`src/rtl/evc_pkg.sv`:
```
package evc_pkg;
  typedef enum logic [1:0] {
    RT_RAW   = 2'd0,
    RT_MASK  = 2'd1,
    RT_MFLAG = 2'd2,
    RT_CLEAR = 2'd3
  } reg_type_e;

  // Contribution of flags given a mask where 1 excludes.
  function automatic logic [31:0] contrib(input logic [31:0] flags, input logic [31:0] excl);
    return flags & ~excl;
  endfunction

  // Next flag state: clear first, then set, so a set in the same cycle wins.
  function automatic logic [31:0] next_flags(input logic [31:0] cur, input logic [31:0] clr,
                                             input logic [31:0] set);
    return (cur & ~clr) | set;
  endfunction
endpackage

```
`src/rtl/evc_bank.sv`:
```
module evc_bank
  import evc_pkg::*;
#(
  parameter int W = 32
) (
  input  logic         clk,
  input  logic         rst_n,
  input  logic [W-1:0] evt,
  input  logic         mask_we,
  input  logic         clr_we,
  input  logic [W-1:0] wdata,
  output logic [W-1:0] flag_q,
  output logic [W-1:0] mask_q,
  output logic [W-1:0] mflag,
  output logic         comb
);
  logic [W-1:0] clr_vec;
  logic [W-1:0] flag_d;

  assign clr_vec = clr_we ? wdata : '0;
  assign flag_d  = next_flags(flag_q, clr_vec, evt);
  assign mflag   = contrib(flag_q, mask_q);
  assign comb    = |mflag;

  always_ff @(posedge clk or negedge rst_n) begin
    if (!rst_n) flag_q <= '0;
    else        flag_q <= flag_d;
  end

  always_ff @(posedge clk or negedge rst_n) begin
    if (!rst_n)       mask_q <= '1;
    else if (mask_we) mask_q <= wdata;
  end

  // every sampled event bit is set afterwards, clear or not
  a_r4_set_wins: assert property (@(posedge clk) disable iff (!rst_n)
    (|evt) |=> ((flag_q & $past(evt)) == $past(evt)));
  // cleared bits without a concurrent event are 0 afterwards
  a_r3_clear_bits: assert property (@(posedge clk) disable iff (!rst_n)
    clr_we |=> ((flag_q & $past(wdata) & ~$past(evt)) == '0));
  // flags hold when nothing touches them
  a_r2_flag_hold: assert property (@(posedge clk) disable iff (!rst_n)
    (!clr_we && evt == '0) |=> $stable(flag_q));
  // mask write loads the written value
  a_r9_mask_load: assert property (@(posedge clk) disable iff (!rst_n)
    mask_we |=> (mask_q == $past(wdata)));
endmodule

```
`src/rtl/evc_regif.sv`:
```
module evc_regif
  import evc_pkg::*;
#(
  parameter int NB = 4,
  parameter int W  = 32,
  localparam int BW = (NB > 1) ? $clog2(NB) : 1,
  localparam int AW = BW + 2
) (
  input  logic                 we,
  input  logic [AW-1:0]        addr,
  input  logic [W-1:0]         wdata,
  input  logic [NB-1:0][W-1:0] flags,
  input  logic [NB-1:0][W-1:0] masks,
  input  logic [NB-1:0][W-1:0] mflags,
  output logic [NB-1:0]        mask_we,
  output logic [NB-1:0]        clr_we,
  output logic [W-1:0]         rdata
);
  reg_type_e     sel_type;
  logic [BW-1:0] sel_bank;
  logic          unused_wdata;

  assign sel_type = reg_type_e'(addr[AW-1 -: 2]);
  assign sel_bank = addr[BW-1:0];
  assign unused_wdata = ^wdata;

  always_comb begin
    mask_we = '0;
    clr_we  = '0;
    if (we) begin
      if (sel_type == RT_MASK)  mask_we[sel_bank] = 1'b1;
      if (sel_type == RT_CLEAR) clr_we[sel_bank]  = 1'b1;
    end
  end

  always_comb begin
    unique case (sel_type)
      RT_RAW:   rdata = flags[sel_bank];
      RT_MASK:  rdata = masks[sel_bank];
      RT_MFLAG: rdata = mflags[sel_bank];
      default:  rdata = '0;
    endcase
  end
endmodule

```
`src/rtl/evt_combiner.sv`:
```
module evt_combiner
  import evc_pkg::*;
#(
  parameter int NUM_BANKS = 4,
  parameter int BANK_W    = 32,
  localparam int NEVT = NUM_BANKS * BANK_W,
  localparam int BW   = (NUM_BANKS > 1) ? $clog2(NUM_BANKS) : 1,
  localparam int AW   = BW + 2
) (
  input  logic             clk,
  input  logic             rst_n,
  input  logic [NEVT-1:0]  evt_in,
  input  logic             reg_we,
  input  logic [AW-1:0]    reg_addr,
  input  logic [BANK_W-1:0] reg_wdata,
  output logic [BANK_W-1:0] reg_rdata,
  output logic [NUM_BANKS-1:0] comb_out
);
  logic [NUM_BANKS-1:0][BANK_W-1:0] flags;
  logic [NUM_BANKS-1:0][BANK_W-1:0] masks;
  logic [NUM_BANKS-1:0][BANK_W-1:0] mflags;
  logic [NUM_BANKS-1:0]             mask_we;
  logic [NUM_BANKS-1:0]             clr_we;

  for (genvar b = 0; b < NUM_BANKS; b++) begin : g_bank
    evc_bank #(.W(BANK_W)) u_bank (
      .clk     (clk),
      .rst_n   (rst_n),
      .evt     (evt_in[b*BANK_W +: BANK_W]),
      .mask_we (mask_we[b]),
      .clr_we  (clr_we[b]),
      .wdata   (reg_wdata),
      .flag_q  (flags[b]),
      .mask_q  (masks[b]),
      .mflag   (mflags[b]),
      .comb    (comb_out[b])
    );
  end

  evc_regif #(.NB(NUM_BANKS), .W(BANK_W)) u_regif (
    .we      (reg_we),
    .addr    (reg_addr),
    .wdata   (reg_wdata),
    .flags   (flags),
    .masks   (masks),
    .mflags  (mflags),
    .mask_we (mask_we),
    .clr_we  (clr_we),
    .rdata   (reg_rdata)
  );

  // a zero masked-flag read-back means the bank's combined output is low
  a_r6_comb_idle: assert property (@(posedge clk) disable iff (!rst_n)
    (reg_addr[AW-1 -: 2] == 2'd2 && reg_rdata == '0) |-> !comb_out[reg_addr[BW-1:0]]);
  // clear register always reads 0
  a_r8_clear_reads_zero: assert property (@(posedge clk) disable iff (!rst_n)
    (reg_addr[AW-1 -: 2] == 2'd3) |-> (reg_rdata == '0));
endmodule

```
`config.mk`:
```
export PLATFORM = sky130hd
export DESIGN_NAME = evt_combiner
export DESIGN_NICKNAME = d
export VERILOG_FILES = /design/src/rtl/evc_pkg.sv /design/src/rtl/evc_bank.sv /design/src/rtl/evc_regif.sv /design/src/rtl/evt_combiner.sv
export SDC_FILE = /design/constraint.sdc
export NUM_CORES = 1
export LEC_CHECK = 0
export BUFFER_PORTS_ARGS = -buffer_cell sky130_fd_sc_hd__buf_2
export CORE_MARGIN = 2
export CORE_UTILIZATION = 50
export CTS_BUF_LIST = sky130_fd_sc_hd__clkbuf_2
export DETAILED_ROUTE_END_ITERATION = 8
export PLACE_DENSITY = 0.71
export SYNTH_ARGS = -nofsm -noshare
export SYNTH_HDL_FRONTEND = slang
export SYNTH_SLANG_ARGS = --single-unit
```
`constraint.sdc`:
```
create_clock -name clk -period 2.4 [get_ports clk]
set_input_delay 0.12 -clock clk [delete_from_list [all_inputs] [get_ports clk]]
set_output_delay 0.12 -clock clk [all_outputs]
set_load 0.01 [all_outputs]
```
==> results_dict.tcl, run 1 <==
set metrics [dict create \
    synth.avg_cell_area_um2 12.57 \
    synthesis.area_um2 13590 \
    stop_error "[ERROR RSZ-0060] Max buffer count reached." \
    synthesis.nets 1248 \
    synth.distinct_cells 34 \
    cts_root_buffer "clkbuf_2" \
    place.gp.congestion 0.8614 \
    placement.io_buffers 202 \
    floorplan.rows 60 \
    die_w_um 168.9 \
    yosysWarnings 0 \
    post_cts_hold_buffer_count 356 \
    post_cts_buffers 36 \
    synth_top_area_cell "dfstp_2" \
    place.detailed.hpwl_mm 27.87 \
    synth_sequential_area_ratio_pct 48.31 \
    cts.sink_count 256 \
    synth-seq-cells 256 \
    placement.cell_area_um2 15250 \
    cts_resized 110 \
    cts_max_path_buffers 3 \
    synth_area_leaders "dfstp_2 25%, dfrtp_1 24%, mux4_2 15%, mux2_2 7.6%, a21o_1 7.1%" \
    post_synth_inst_count 1081 \
    io_pins 203 \
    die_h_um 168.9 \
    initial_core_util_pct 50.72 \
    outcome "aborted with a tool error" \
    fraction_of_post_synthesis_cell_area_in_the_top_cell_type_by_area_pct 24.74 \
    cts_max_level 3 \
    cts_inserted_buffers 72 \
    stop_stage "4_1_cts" \
]
-- cell usage after synthesis --
library cell	count
clkbuf_1	14
buf_1	1
o2111ai_1	10
nor4b_2	1
nand3_1	1
o21ai_1	4
o22ai_1	4
mux4_2	91
nand3b_1	6
nor2b_1	42
or3b_2	1
nor3_2	2
buf_6	2
o311ai_0	9
a22oi_1	32
inv_1	18
o21ai_0	14
inv_2	1
nor2_1	6
a21o_1	128
buf_2	33
o211ai_1	1
nor3b_1	2
nand4_1	14
mux2_2	92
buf_4	11
nor4_1	16
dfrtp_1	128
mux2_1	36
nor3_1	5
nand2b_1	72
nand2_1	155
dfstp_2	128
nand4b_1	1
-- through the flow --
| stage | util [%] | setup WS, ns | instances |
|---|---|---|---|
| after floorplan | - | 0.7457 | 1081 |
| after global placement | 56.92 | 0.4380 | 1608 |
| after detailed placement | 56.92 | 0.4152 | 1608 |
-- cell families after synthesis --
logic type,count (synthesis),share of synthesized area [%]
buffers and inverters,80,2.927
AND/OR/NAND/NOR,324,12.12
flip-flops,256,48.31
AO/OA/AOI/OAI,202,10.96
multiplexers,219,25.68
==> inputs of run 2 (changes only) <==
--- a/config.mk
+++ b/config.mk
@@ -7,10 +7,9 @@
 export LEC_CHECK = 0
 export BUFFER_PORTS_ARGS = -buffer_cell sky130_fd_sc_hd__buf_2
 export CORE_MARGIN = 2
-export CORE_UTILIZATION = 50
-export CTS_BUF_LIST = sky130_fd_sc_hd__clkbuf_2
+export CORE_UTILIZATION = 35
 export DETAILED_ROUTE_END_ITERATION = 8
-export PLACE_DENSITY = 0.71
+export PLACE_DENSITY_LB_ADDON = 0.15
 export SYNTH_ARGS = -nofsm -noshare
 export SYNTH_HDL_FRONTEND = slang
 export SYNTH_SLANG_ARGS = --single-unit
==> run 2 against run 1 <==
Net effect: the flow now finishes, with violations (setup timing); synthesized area unchanged; synthesized cell count is the same.
==> results_dict.tcl, run 2 <==
set metrics [dict create \
    layout_common_cells "289 x dlygate4sd3_1, 199 x buf_2, 155 x nand2_1" \
    achievable-frequency_ghz 0.4114 \
    cp_max_fo 3 \
    cp-start-kind "flop" \
    route.detailed.wl_per_inst_um 21.94 \
    stdcell_count 2130 \
    clkSlewWorstSetupHoldPaths_ns 0.06 \
    timing.critical_path.required_ns 2.28 \
    finalSetupViolations 3 \
    global_route.overflow_total 0 \
    drt_pre_antenna_iters 4 \
    initial_core_util_pct 35.34 \
    grt_setup_unrepaired "yes" \
    synthesis.nets 1248 \
    violations "setup timing" \
    synth_enable_flop_cells 0 \
    synth-main-ff-cell "dfstp_2" \
    setup.worst_path.end_class "output pin" \
    timing.max_slew.rel_slack_pct 62.23 \
    drt_wl_total_mm 46.73 \
    synth_top_cells_by_count "155 x nand2_1, 128 x a21o_1, 128 x dfrtp_1, 128 x dfstp_2, 92 x mux2_2" \
    place.gp.congestion 0.8051 \
    cts.sink_count 256 \
    hp-class "in -> async" \
    power_per_standard_cell_area_nw_per_um2 678.5 \
    async_reset_ff_share_pct 100.0 \
    cap_violations 0 \
    drive_gt1_share_pct 41.32 \
    timing.clock.skew_ns 0 \
    layout_top_registers "g_bank.u_bank.flag_q: 128 flops, g_bank.u_bank.mask_q: 128 flops" \
    crit_arrival_ns 2.31 \
    totalPowerFinal_uw 13510 \
    final_worst_path_period_need_ns 2.431 \
    synth_top_area_cell "dfstp_2" \
    dr.first_iter.drc_count 622 \
    synthesis.area_um2 13590 \
    yosysMostFrequentCell "nand2_1" \
    placement.io_buffers 202 \
    ir_worst_vdd_uv 514.4 \
    post_synth_inst_count 1081 \
    timing.final.max_slew_violations 0 \
    synth_area_leaders "dfstp_2 25%, dfrtp_1 24%, mux4_2 15%, mux2_2 7.6%, a21o_1 7.1%" \
    min_period_over_period_pct 101.3 \
    cts_inserted_buffers 31 \
    ant_nets 0 \
    placed_cells 1784 \
    global_route_wire_length_before_repair_mm 72.76 \
    tightestPinTransition_ns 0.5665 \
    crit_type "reg -> out" \
    place.detailed.hpwl_mm 30.70 \
    die_w_um 201.1 \
    io_pins 203 \
    cts_max_path_buffers 3 \
    synth.distinct_cells 34 \
    clkLatencyLatePin_ns 0.56 \
    die_h_um 201.1 \
    tritoncts_clock_tree "built" \
    fin_nets 1754 \
    cts_max_level 1 \
    via_count 11170 \
    grt_max_degree 65 \
    outcome "finished with violations" \
    synth_sequential_area_ratio_pct 48.31 \
    grt_antenna_before_repair 0 \
    area.growth.synth_to_final_pct 46.47 \
    first_global_vias 12230 \
    cts_root_buffer "clkbuf_16" \
    synth.avg_cell_area_um2 12.57 \
    global_route.usage.total_pct 23.50 \
    yosysWarnings 0 \
    fraction_of_post_synthesis_cell_area_in_the_top_cell_type_by_area_pct 24.74 \
    insertedDiodeCount 0 \
    hold_violations 0 \
    postLayoutSetupSlackWorst_ns -0.03078 \
    fp.coreArea_um2 38470 \
    standby_leakage_power_uw 0.007316 \
    synth-seq-cells 256 \
    tns_ns -0.06494 \
    drc 0 \
    floorplan.die_area_um2 40430 \
    mostFrequentLayoutCell "dlygate4sd3_1" \
    drt-vias-per-instance 5.242 \
    floorplan.rows 72 \
]
==> run 2: cell counts after synthesis <==
Identical to the previous run, type by type.
==> run 2: report_power, final <==
part	total [µW]	switching, µW	internal [µW]
Clock	4990	1900	3090
Sequential	5660	436	5230
Combinational	2860	1240	1620
Total	13500	3570	9940
==> run 2: cells by family (layout without fill, tap and decap cells) <==
logic type / Yosys count / in the layout / synth area share (%)
mux: 219 / 219 / 25.68
flops: 256 / 256 / 48.31
buf+inv: 80 / 611 / 2.927
simple gates: 324 / 324 / 12.12
compound gates: 202 / 202 / 10.96
==> run 2: timing repair <==
| action | 4_1_cts | 5_1_grt |
|---|---|---|
| pin swaps | 8 | 3 |
| endpoints found under the setup margin | 4 | 5 |
| gates cloned | 0 | 0 |
| hold endpoints to repair | 409 | 0 |
| setup buffers | 1 | 0 |
| resized for setup | 44 | 15 |
| hold buffers | 289 | 0 |
==> run 2: metal layers <==
layer	share of wire, %	GRT usage [%]	vias up
li1	-	-	5022
met1	43	31.01	5801
met2	50	40.98	271
met3	4.3	3.068	72
met4	2.3	5.794	0
met5	0	0	-
==> run 2: critical path, stage by stage, from the launching register on <==
cell and delay (ns):
dfstp_2 0.53, nand2b_2 0.16, o2111ai_4 0.19, nor4_4 0.32
buf_4 0.15, nand4_1 0.17, buf_2 0.21
==> run 2: path summary, 6_finish.rpt <==
kind / from / endpoint / slack, ns / cells past startpoint
setup / recovery: g_bank[1].u_bank.mask_q[14] / comb_out[1] / -0.03 / 6
hold / removal: rst_n / g_bank[2].u_bank.flag_q[19] / 0.08 / 2
hold reg to reg: g_bank[3].u_bank.mask_q[14] / g_bank[3].u_bank.mask_q[14] / 0.62 / 1
setup reg to reg: g_bank[1].u_bank.flag_q[24] / g_bank[1].u_bank.flag_q[24] / 1.08 / 2
min in group clk: reg_we / g_bank[0].u_bank.mask_q[8] / 0.28 / 4
max in group asynchronous: rst_n / g_bank[0].u_bank.mask_q[12] / 1.49 / 3
==> run 2: area by class of cell <==
cell class              instances  area (µm²)
clock buffers                  44       884.6
clock inverters                14       205.2
fillers                      3437       18560
inverters                      19       71.32
multi-input cells             745        7114
flip-flops and latches        256        6566
well taps                     518       648.1
repair buffers                534        4420
==> run 2: metrics by stage <==
step	instance area [µm²]	hold WS, ns	util [%]	setup slack, ns
2_1_floorplan	13590	-0.1756	-	0.7457
3_3_place_gp	15520	0.1118	40.34	0.3032
3_5_place_dp	15520	0.1095	40.34	0.2845
4_1_cts	19820	0.07764	51.54	-0.1022
5_1_grt	19910	0.1084	51.76	-0.1128
6_report	19910	0.08470	51.76	-0.03078
Note: power is estimated with default switching activity, not from simulation.
==> inputs of run 3 (changes only) <==
--- a/config.mk
+++ b/config.mk
@@ -5,6 +5,7 @@
 export SDC_FILE = /design/constraint.sdc
 export NUM_CORES = 1
 export LEC_CHECK = 0
+export ABC_AREA = 1
 export BUFFER_PORTS_ARGS = -buffer_cell sky130_fd_sc_hd__buf_2
 export CORE_MARGIN = 2
 export CORE_UTILIZATION = 35
==> run 3 against run 2 <==
Net effect: register-to-register slack improved by 0.07 ns; via count increased by 38%; power decreased by 3.0%; clock power decreased by 4.6%; first-iteration DRC count increased by 83%; design area decreased by 0.80%; sequential power decreased by 4.6%; clock skew unchanged; combinational power increased by 3%; cell count increased by 51%; count of clock-buffer cells in the layout increased by 1; the flow now finishes without violations; non-clock buffer count decreased by 44.
==> results_dict.tcl, run 3 <==
set metrics [dict create \
    outcome "completed" \
    path_delay_family "simple AND/OR/NAND/NOR gates" \
    synth_enable_flop_cells 0 \
    p_int_uw 9067 \
    synthesis.area_um2 14570 \
    dp_slack_ns 0.4447 \
    ant_nets 0 \
    synth.distinct_cells 21 \
    cts_resized 0 \
    timing.critical_path.cells "inv_1 > nand2_1 > nand2_1 > nor2_1 > nand2_1 > nor2_1 > nand2_1 > buf_2" \
    drt_wl_total_mm 55.49 \
    clkLatencyLatePin_ns 0.59 \
    fp.coreArea_um2 40920 \
    cp_max_fo 2 \
    min_period_over_period_pct 98.62 \
    global_route.overflow_total 0 \
    cts_root_buffer "clkbuf_16" \
    dr.first_iter.drc_count 1139 \
    cts_inserted_buffers 30 \
    drive_gt1_share_pct 15.97 \
    tns_ns 0 \
    floorplan.rows 74 \
    global_route_wire_length_before_repair_mm 85.60 \
    placement.cell_area_um2 16290 \
    drc 0 \
    layout_top_registers "g_bank.u_bank.flag_q: 128 flops, g_bank.u_bank.mask_q: 128 flops" \
    async_reset_ff_share_pct 100.0 \
    utilization_pct 48.26 \
    clock_power_share_pct 36.3 \
    die_w_um 208.0 \
    mostFrequentLayoutCell "nand2_1" \
    timing.clock.skew_ns 0 \
    place.detailed.hpwl_mm 36.74 \
    cp-start-kind "flop" \
    io_pins 203 \
    synth-seq-cells 256 \
    synth_top_cells_by_count "877 x nand2_1, 322 x nor2_1, 297 x inv_1" \
    via_count 15360 \
    cts.sink_count 256 \
    num-fill-cells 4206 \
    fraction_of_post_synthesis_cell_area_in_the_top_cell_type_by_area_pct 23.09 \
    final_worst_path_period_need_ns 2.367 \
    route.detailed.wl_per_inst_um 17.31 \
    slowest_delay_ns 0.53 \
    yosysMostFrequentCell "nand2_1" \
    global_route.usage.total_pct 25.41 \
    clkSlewWorstSetupHoldPaths_ns 0.06 \
    swShare_pct 30.83 \
    postLayoutSetupSlackWorst_ns 0.03314 \
    r2r-start "g_bank[0].u_bank.flag_q[0]" \
    drt-vias-per-instance 4.789 \
    layout_common_cells "876 x nand2_1, 321 x nor2_1, 296 x inv_1" \
    critPathMostFrequentCell "nand2_1" \
    placement.io_buffers 202 \
    place.gp.congestion 0.8747 \
    total_switching_power_uw 4042 \
    initial_core_util_pct 35.59 \
    fin_nets 2817 \
    standby_leakage_power_uw 0.009678 \
    crit_arrival_ns 2.25 \
    drt_pre_antenna_iters 5 \
    tightestPinTransition_ns 0.7924 \
    worst_r2r_endpoint "g_bank[0].u_bank.flag_q[0]" \
    grt_antenna_before_repair 2 \
    power.share.combinational_pct 22.5 \
    achievable-frequency_ghz 0.4225 \
    critical-path-slowest-cell "dfstp_2" \
    finalSetupViolations 0 \
    synthesis.nets 2392 \
    area.growth.synth_to_final_pct 35.59 \
    die_h_um 208.0 \
    synth_sequential_area_ratio_pct 45.08 \
    crit_type "reg -> out" \
    floorplan.die_area_um2 43270 \
    timing.critical_path.required_ns 2.28 \
    cap_violations 0 \
    first_global_vias 15340 \
    power.share.sequential_pct 41.2 \
    synth.avg_cell_area_um2 6.547 \
    grt_setup_unrepaired "no" \
    setup.worst_path.end_class "output pin" \
    r2r.worst_path.cells 3 \
    ir_worst_vdd_uv 465.4 \
    crit_cells 8 \
    area_of_all_placed_cells_without_fillers_um2 19750 \
    timing.final.max_slew_violations 0 \
    tritoncts_clock_tree "built" \
    synth_top_area_cell "dfstp_2" \
    cts_max_path_buffers 3 \
    synth_area_leaders "dfstp_2 23%, nand2_1 23%, dfrtp_1 22%, o21ai_0 9.8%, nor2_1 8.3%" \
    r2r_slack_ns 1.15 \
    power_per_standard_cell_area_nw_per_um2 663.7 \
    yosysWarnings 0 \
    post_synth_inst_count 2225 \
    hp-class "in -> async" \
    grt_max_degree 76 \
    hold_violations 0 \
    synth-main-ff-cell "dfstp_2" \
    timing.max_slew.rel_slack_pct 47.17 \
    timing.critical_path.buf_inv 2 \
    insertedDiodeCount 0 \
    cts_max_level 1 \
    post_cts_buffers 0 \
]
## run 3: cell count changes after synthesis, moves of 72 or more
| cell | delta |
|---|---|
| nor2_1 | +316 |
| mux4_2 | -91 |
| o21ai_0 | +270 |
| mux2_2 | -92 |
| a21o_1 | -128 |
| nand2b_1 | -72 |
| nand2_1 | +722 |
| inv_1 | +279 |
## run 3: worst reg2reg max path, cell delays in order, from the launching register on
cell	delay, ns
dfrtp_1	0.40
o21ai_0	0.11
nand2_1	0.08
dlygate4sd3_1	0.56
## run 3: cell type report
cell class	count	area, µm²	area share, %
multi-input combinational	1574	6452	32.67
clock buffer	45	837.1	4.238
timing repair buffer	490	3936	19.93
clock inverter	11	173.9	0.8806
sequential	256	6566	33.25
inverter	298	1119	5.664
tap	532	665.6	3.370
## run 3: worst max path at each step
stage,slack [ns],end,from
finish,0.03,comb_out[1],g_bank[1].u_bank.mask_q[29]
floorplan,1.17,reg_rdata[10],reg_addr[0]
detailed placement,0.44,g_bank[2].u_bank.flag_q[9],reg_addr[1]
global placement,0.55,g_bank[2].u_bank.flag_q[3],reg_addr[1]
global route,0.02,comb_out[1],g_bank[1].u_bank.mask_q[29]
CTS,0.1,comb_out[1],g_bank[1].u_bank.mask_q[29]
## run 3: repair_timing
action                                 4_1_cts  5_1_grt
hold buffers                               245        0
endpoints found under the hold margin      372        0
setup endpoints to repair                    0        0
## run 3: power groups by stage
stage / Sequential, µW / Combinational (µW) / Clock, µW
6_report: 5400 / 2950 / 4760
5_1_grt: 5470 / 3350 / 5020
4_1_cts: 5400 / 2950 / 4850
3_5_place_dp: 5460 / 2710 / 0
3_3_place_gp: 5460 / 2680 / 0
2_1_floorplan: 5400 / 1720 / 0
## run 3: cells by family after synthesis
family	Yosys count	synth area share [%]
compound gates	303	10.62
buf+inv	395	10.66
simple gates	1271	33.65
flops	256	45.08
## run 3: metrics by stage
stage          total power (µW)  hold slack [ns]  std cells
2_1_floorplan              7121          -0.1756       2225
3_3_place_gp               8136           0.1180       2905
3_5_place_dp               8172           0.1285       2905
4_1_cts                   13200           0.1185       3206
5_1_grt                   13840           0.1431       3206
6_report                  13110           0.1006       3206
## run 3: routing by layer
layer | vias up | routed length (µm) | track usage, %
met5 | - | 13 | 0
met4 | 2 | 1971 | 8.755
met3 | 118 | 3022 | 2.642
met2 | 516 | 26060 | 43.09
met1 | 7157 | 24420 | 33.81
li1 | 7562 | - | -
==> inputs of run 4 (changes only) <==
--- a/config.mk
+++ b/config.mk
@@ -8,7 +8,7 @@
 export ABC_AREA = 1
 export BUFFER_PORTS_ARGS = -buffer_cell sky130_fd_sc_hd__buf_2
 export CORE_MARGIN = 2
-export CORE_UTILIZATION = 35
+export CORE_UTILIZATION = 41
 export DETAILED_ROUTE_END_ITERATION = 8
 export PLACE_DENSITY_LB_ADDON = 0.15
 export SYNTH_ARGS = -nofsm -noshare
==> run 4 against run 3 <==
Net effect: cell count down 3.7%; utilization up 5.7 points; flip-flop and latch count unchanged; worst hold slack better by 0.051 ns; power down 3.6%; critical path depth unchanged; largest cell class unchanged; highest routed layer is now met4.
==> results_dict.tcl, run 4 (same netlist as run 3, synthesis figures left out) <==
set metrics [dict create \
    outcome "completed" \
    postLayoutSetupSlackWorst_ns 0.06875 \
    cts.sink_count 256 \
    cts_max_path_buffers 3 \
    clkLatencyLatePin_ns 0.57 \
    crit_arrival_ns 2.21 \
    ant_nets 0 \
    hp-class "in -> reg" \
    r2r_slack_ns 1.14 \
    die_w_um 192.5 \
    tns_ns 0 \
    power_per_standard_cell_area_nw_per_um2 663.0 \
    worst_r2r_endpoint "g_bank[3].u_bank.flag_q[14]" \
    drt-vias-per-instance 4.911 \
    cap_violations 0 \
    timing.hold.worst_path_depth 6 \
    r2r.worst_path.cells 3 \
    ir_worst_vdd_uv 604.0 \
    timing.clock.skew_ns 0 \
    io_pins 203 \
    dp_slack_ns 0.5200 \
    drt_pre_antenna_iters 6 \
    grt_max_degree 90 \
    timing.critical_path.required_ns 2.28 \
    standby_leakage_power_uw 0.009565 \
    clkSlewWorstSetupHoldPaths_ns 0.06 \
    placement.io_buffers 202 \
    cts_root_buffer "clkbuf_16" \
    min_period_over_period_pct 97.14 \
    cts_max_level 1 \
    grt_antenna_before_repair 1 \
    floorplan.rows 69 \
    num-fill-cells 3530 \
    achievable-frequency_ghz 0.4290 \
    route.detailed.wl_per_inst_um 16.97 \
    mostFrequentLayoutCell "nand2_1" \
    place.detailed.hpwl_mm 34.60 \
    drive_gt1_share_pct 16.38 \
    drc 0 \
    totalPowerFinal_uw 12640 \
    place.gp.congestion 0.9371 \
    global_route_wire_length_before_repair_mm 80.62 \
    timing.max_slew.rel_slack_pct 46.90 \
    cts_inserted_buffers 29 \
    die_h_um 192.5 \
    initial_core_util_pct 41.25 \
    sequential_cell_area_um2 6566 \
    tightestPinTransition_ns 0.7966 \
    floorplan.die_area_um2 37050 \
    hold_violations 0 \
    timing.final.max_slew_violations 0 \
    via_count 15160 \
    fin_nets 2769 \
    dr.first_iter.drc_count 1082 \
    drt_wl_total_mm 52.38 \
    cp_max_fo 2 \
    global_route.overflow_total 0 \
    finalSetupViolations 0 \
    footprint_of_the_multi_input_gates_um2 6452 \
    tritoncts_clock_tree "built" \
    first_global_vias 14820 \
    grt_setup_unrepaired "no" \
    global_route.usage.total_pct 28.55 \
    fp.coreArea_um2 35310 \
    cp-start-kind "flop" \
    layout_top_registers "g_bank.u_bank.flag_q: 128 flops, g_bank.u_bank.mask_q: 128 flops" \
    hold_path_end "g_bank[2].u_bank.mask_q[31]" \
    setup.worst_path.end_class "output pin" \
    crit_type "reg -> out" \
    min-delay-start "reg_addr[1]" \
    final_worst_path_period_need_ns 2.331 \
    layout_common_cells "876 x nand2_1, 321 x nor2_1, 296 x inv_1" \
    r2r-start "g_bank[3].u_bank.flag_q[14]" \
    area.growth.synth_to_final_pct 30.83 \
    cts_resized 0 \
]
## run 4: routing by layer
| layer | up-vias | wire [µm] | GRT usage [%] |
|---|---|---|---|
| li1 | 7466 | - | - |
| met3 | 115 | 3978 | 4.728 |
| met5 | - | 0 | 0 |
| met4 | 0 | 1825 | 10.25 |
| met1 | 6992 | 22390 | 37.34 |
| met2 | 586 | 24190 | 47.70 |
## run 4: cell type report
cell class                      instances  share of cell area, %
Timing Repair Buffer                  443                  17.94
Antenna cell                            1                0.01313
Tap cell                              461                  3.027
Multi-Input combinational cell       1574                  33.86
Sequential cell                       256                  34.46
Clock inverter                         16                 0.6369
Inverter                              298                  5.870
Clock buffer                           38                  4.202
## run 4: what timing repair did
action                                 CTS  global route
endpoints found under the hold margin  387             0
setup buffers                            0             0
hold buffers                           199             0
## run 4: worst max-delay path, stage by stage (launching register included)
cell	delay [ns]
dfstp_2	0.53
inv_1	0.04
nand2_1	0.12
nand2_1	0.08
nor2_1	0.20
nand2_1	0.09
nor2_1	0.26
nand2_1	0.16
buf_2	0.18
## run 4: worst max path at each step
stage	start	to	slack, ns
floorplan	reg_addr[0]	reg_rdata[10]	1.17
global placement	reg_addr[0]	reg_rdata[9]	0.57
detailed placement	reg_addr[0]	g_bank[1].u_bank.mask_q[29]	0.52
CTS	g_bank[1].u_bank.mask_q[29]	comb_out[1]	0.16
global route	g_bank[1].u_bank.mask_q[29]	comb_out[1]	0.02
finish	g_bank[1].u_bank.mask_q[29]	comb_out[1]	0.07
## run 4: through the flow
step | area [µm²] | cells | utilization, % | hold slack [ns]
after global placement | 16140 | 2833 | 45.71 | -0.05177
after detailed placement | 16140 | 2833 | 45.71 | -0.05308
after CTS | 19050 | 3086 | 53.96 | 0.1366
after global routing | 19060 | 3087 | 53.97 | 0.1597
final | 19060 | 3087 | 53.97 | 0.1520
after floorplan | 14570 | 2225 | - | -0.1756
## run 4: power by group
| part | internal (µW) | switching, µW | leakage, µW |
|---|---|---|---|
| combinational | 1050 | 1860 | 0.00663 |
| sequential | 5160 | 236 | 0.00247 |
| clock | 2460 | 1870 | 0.000458 |
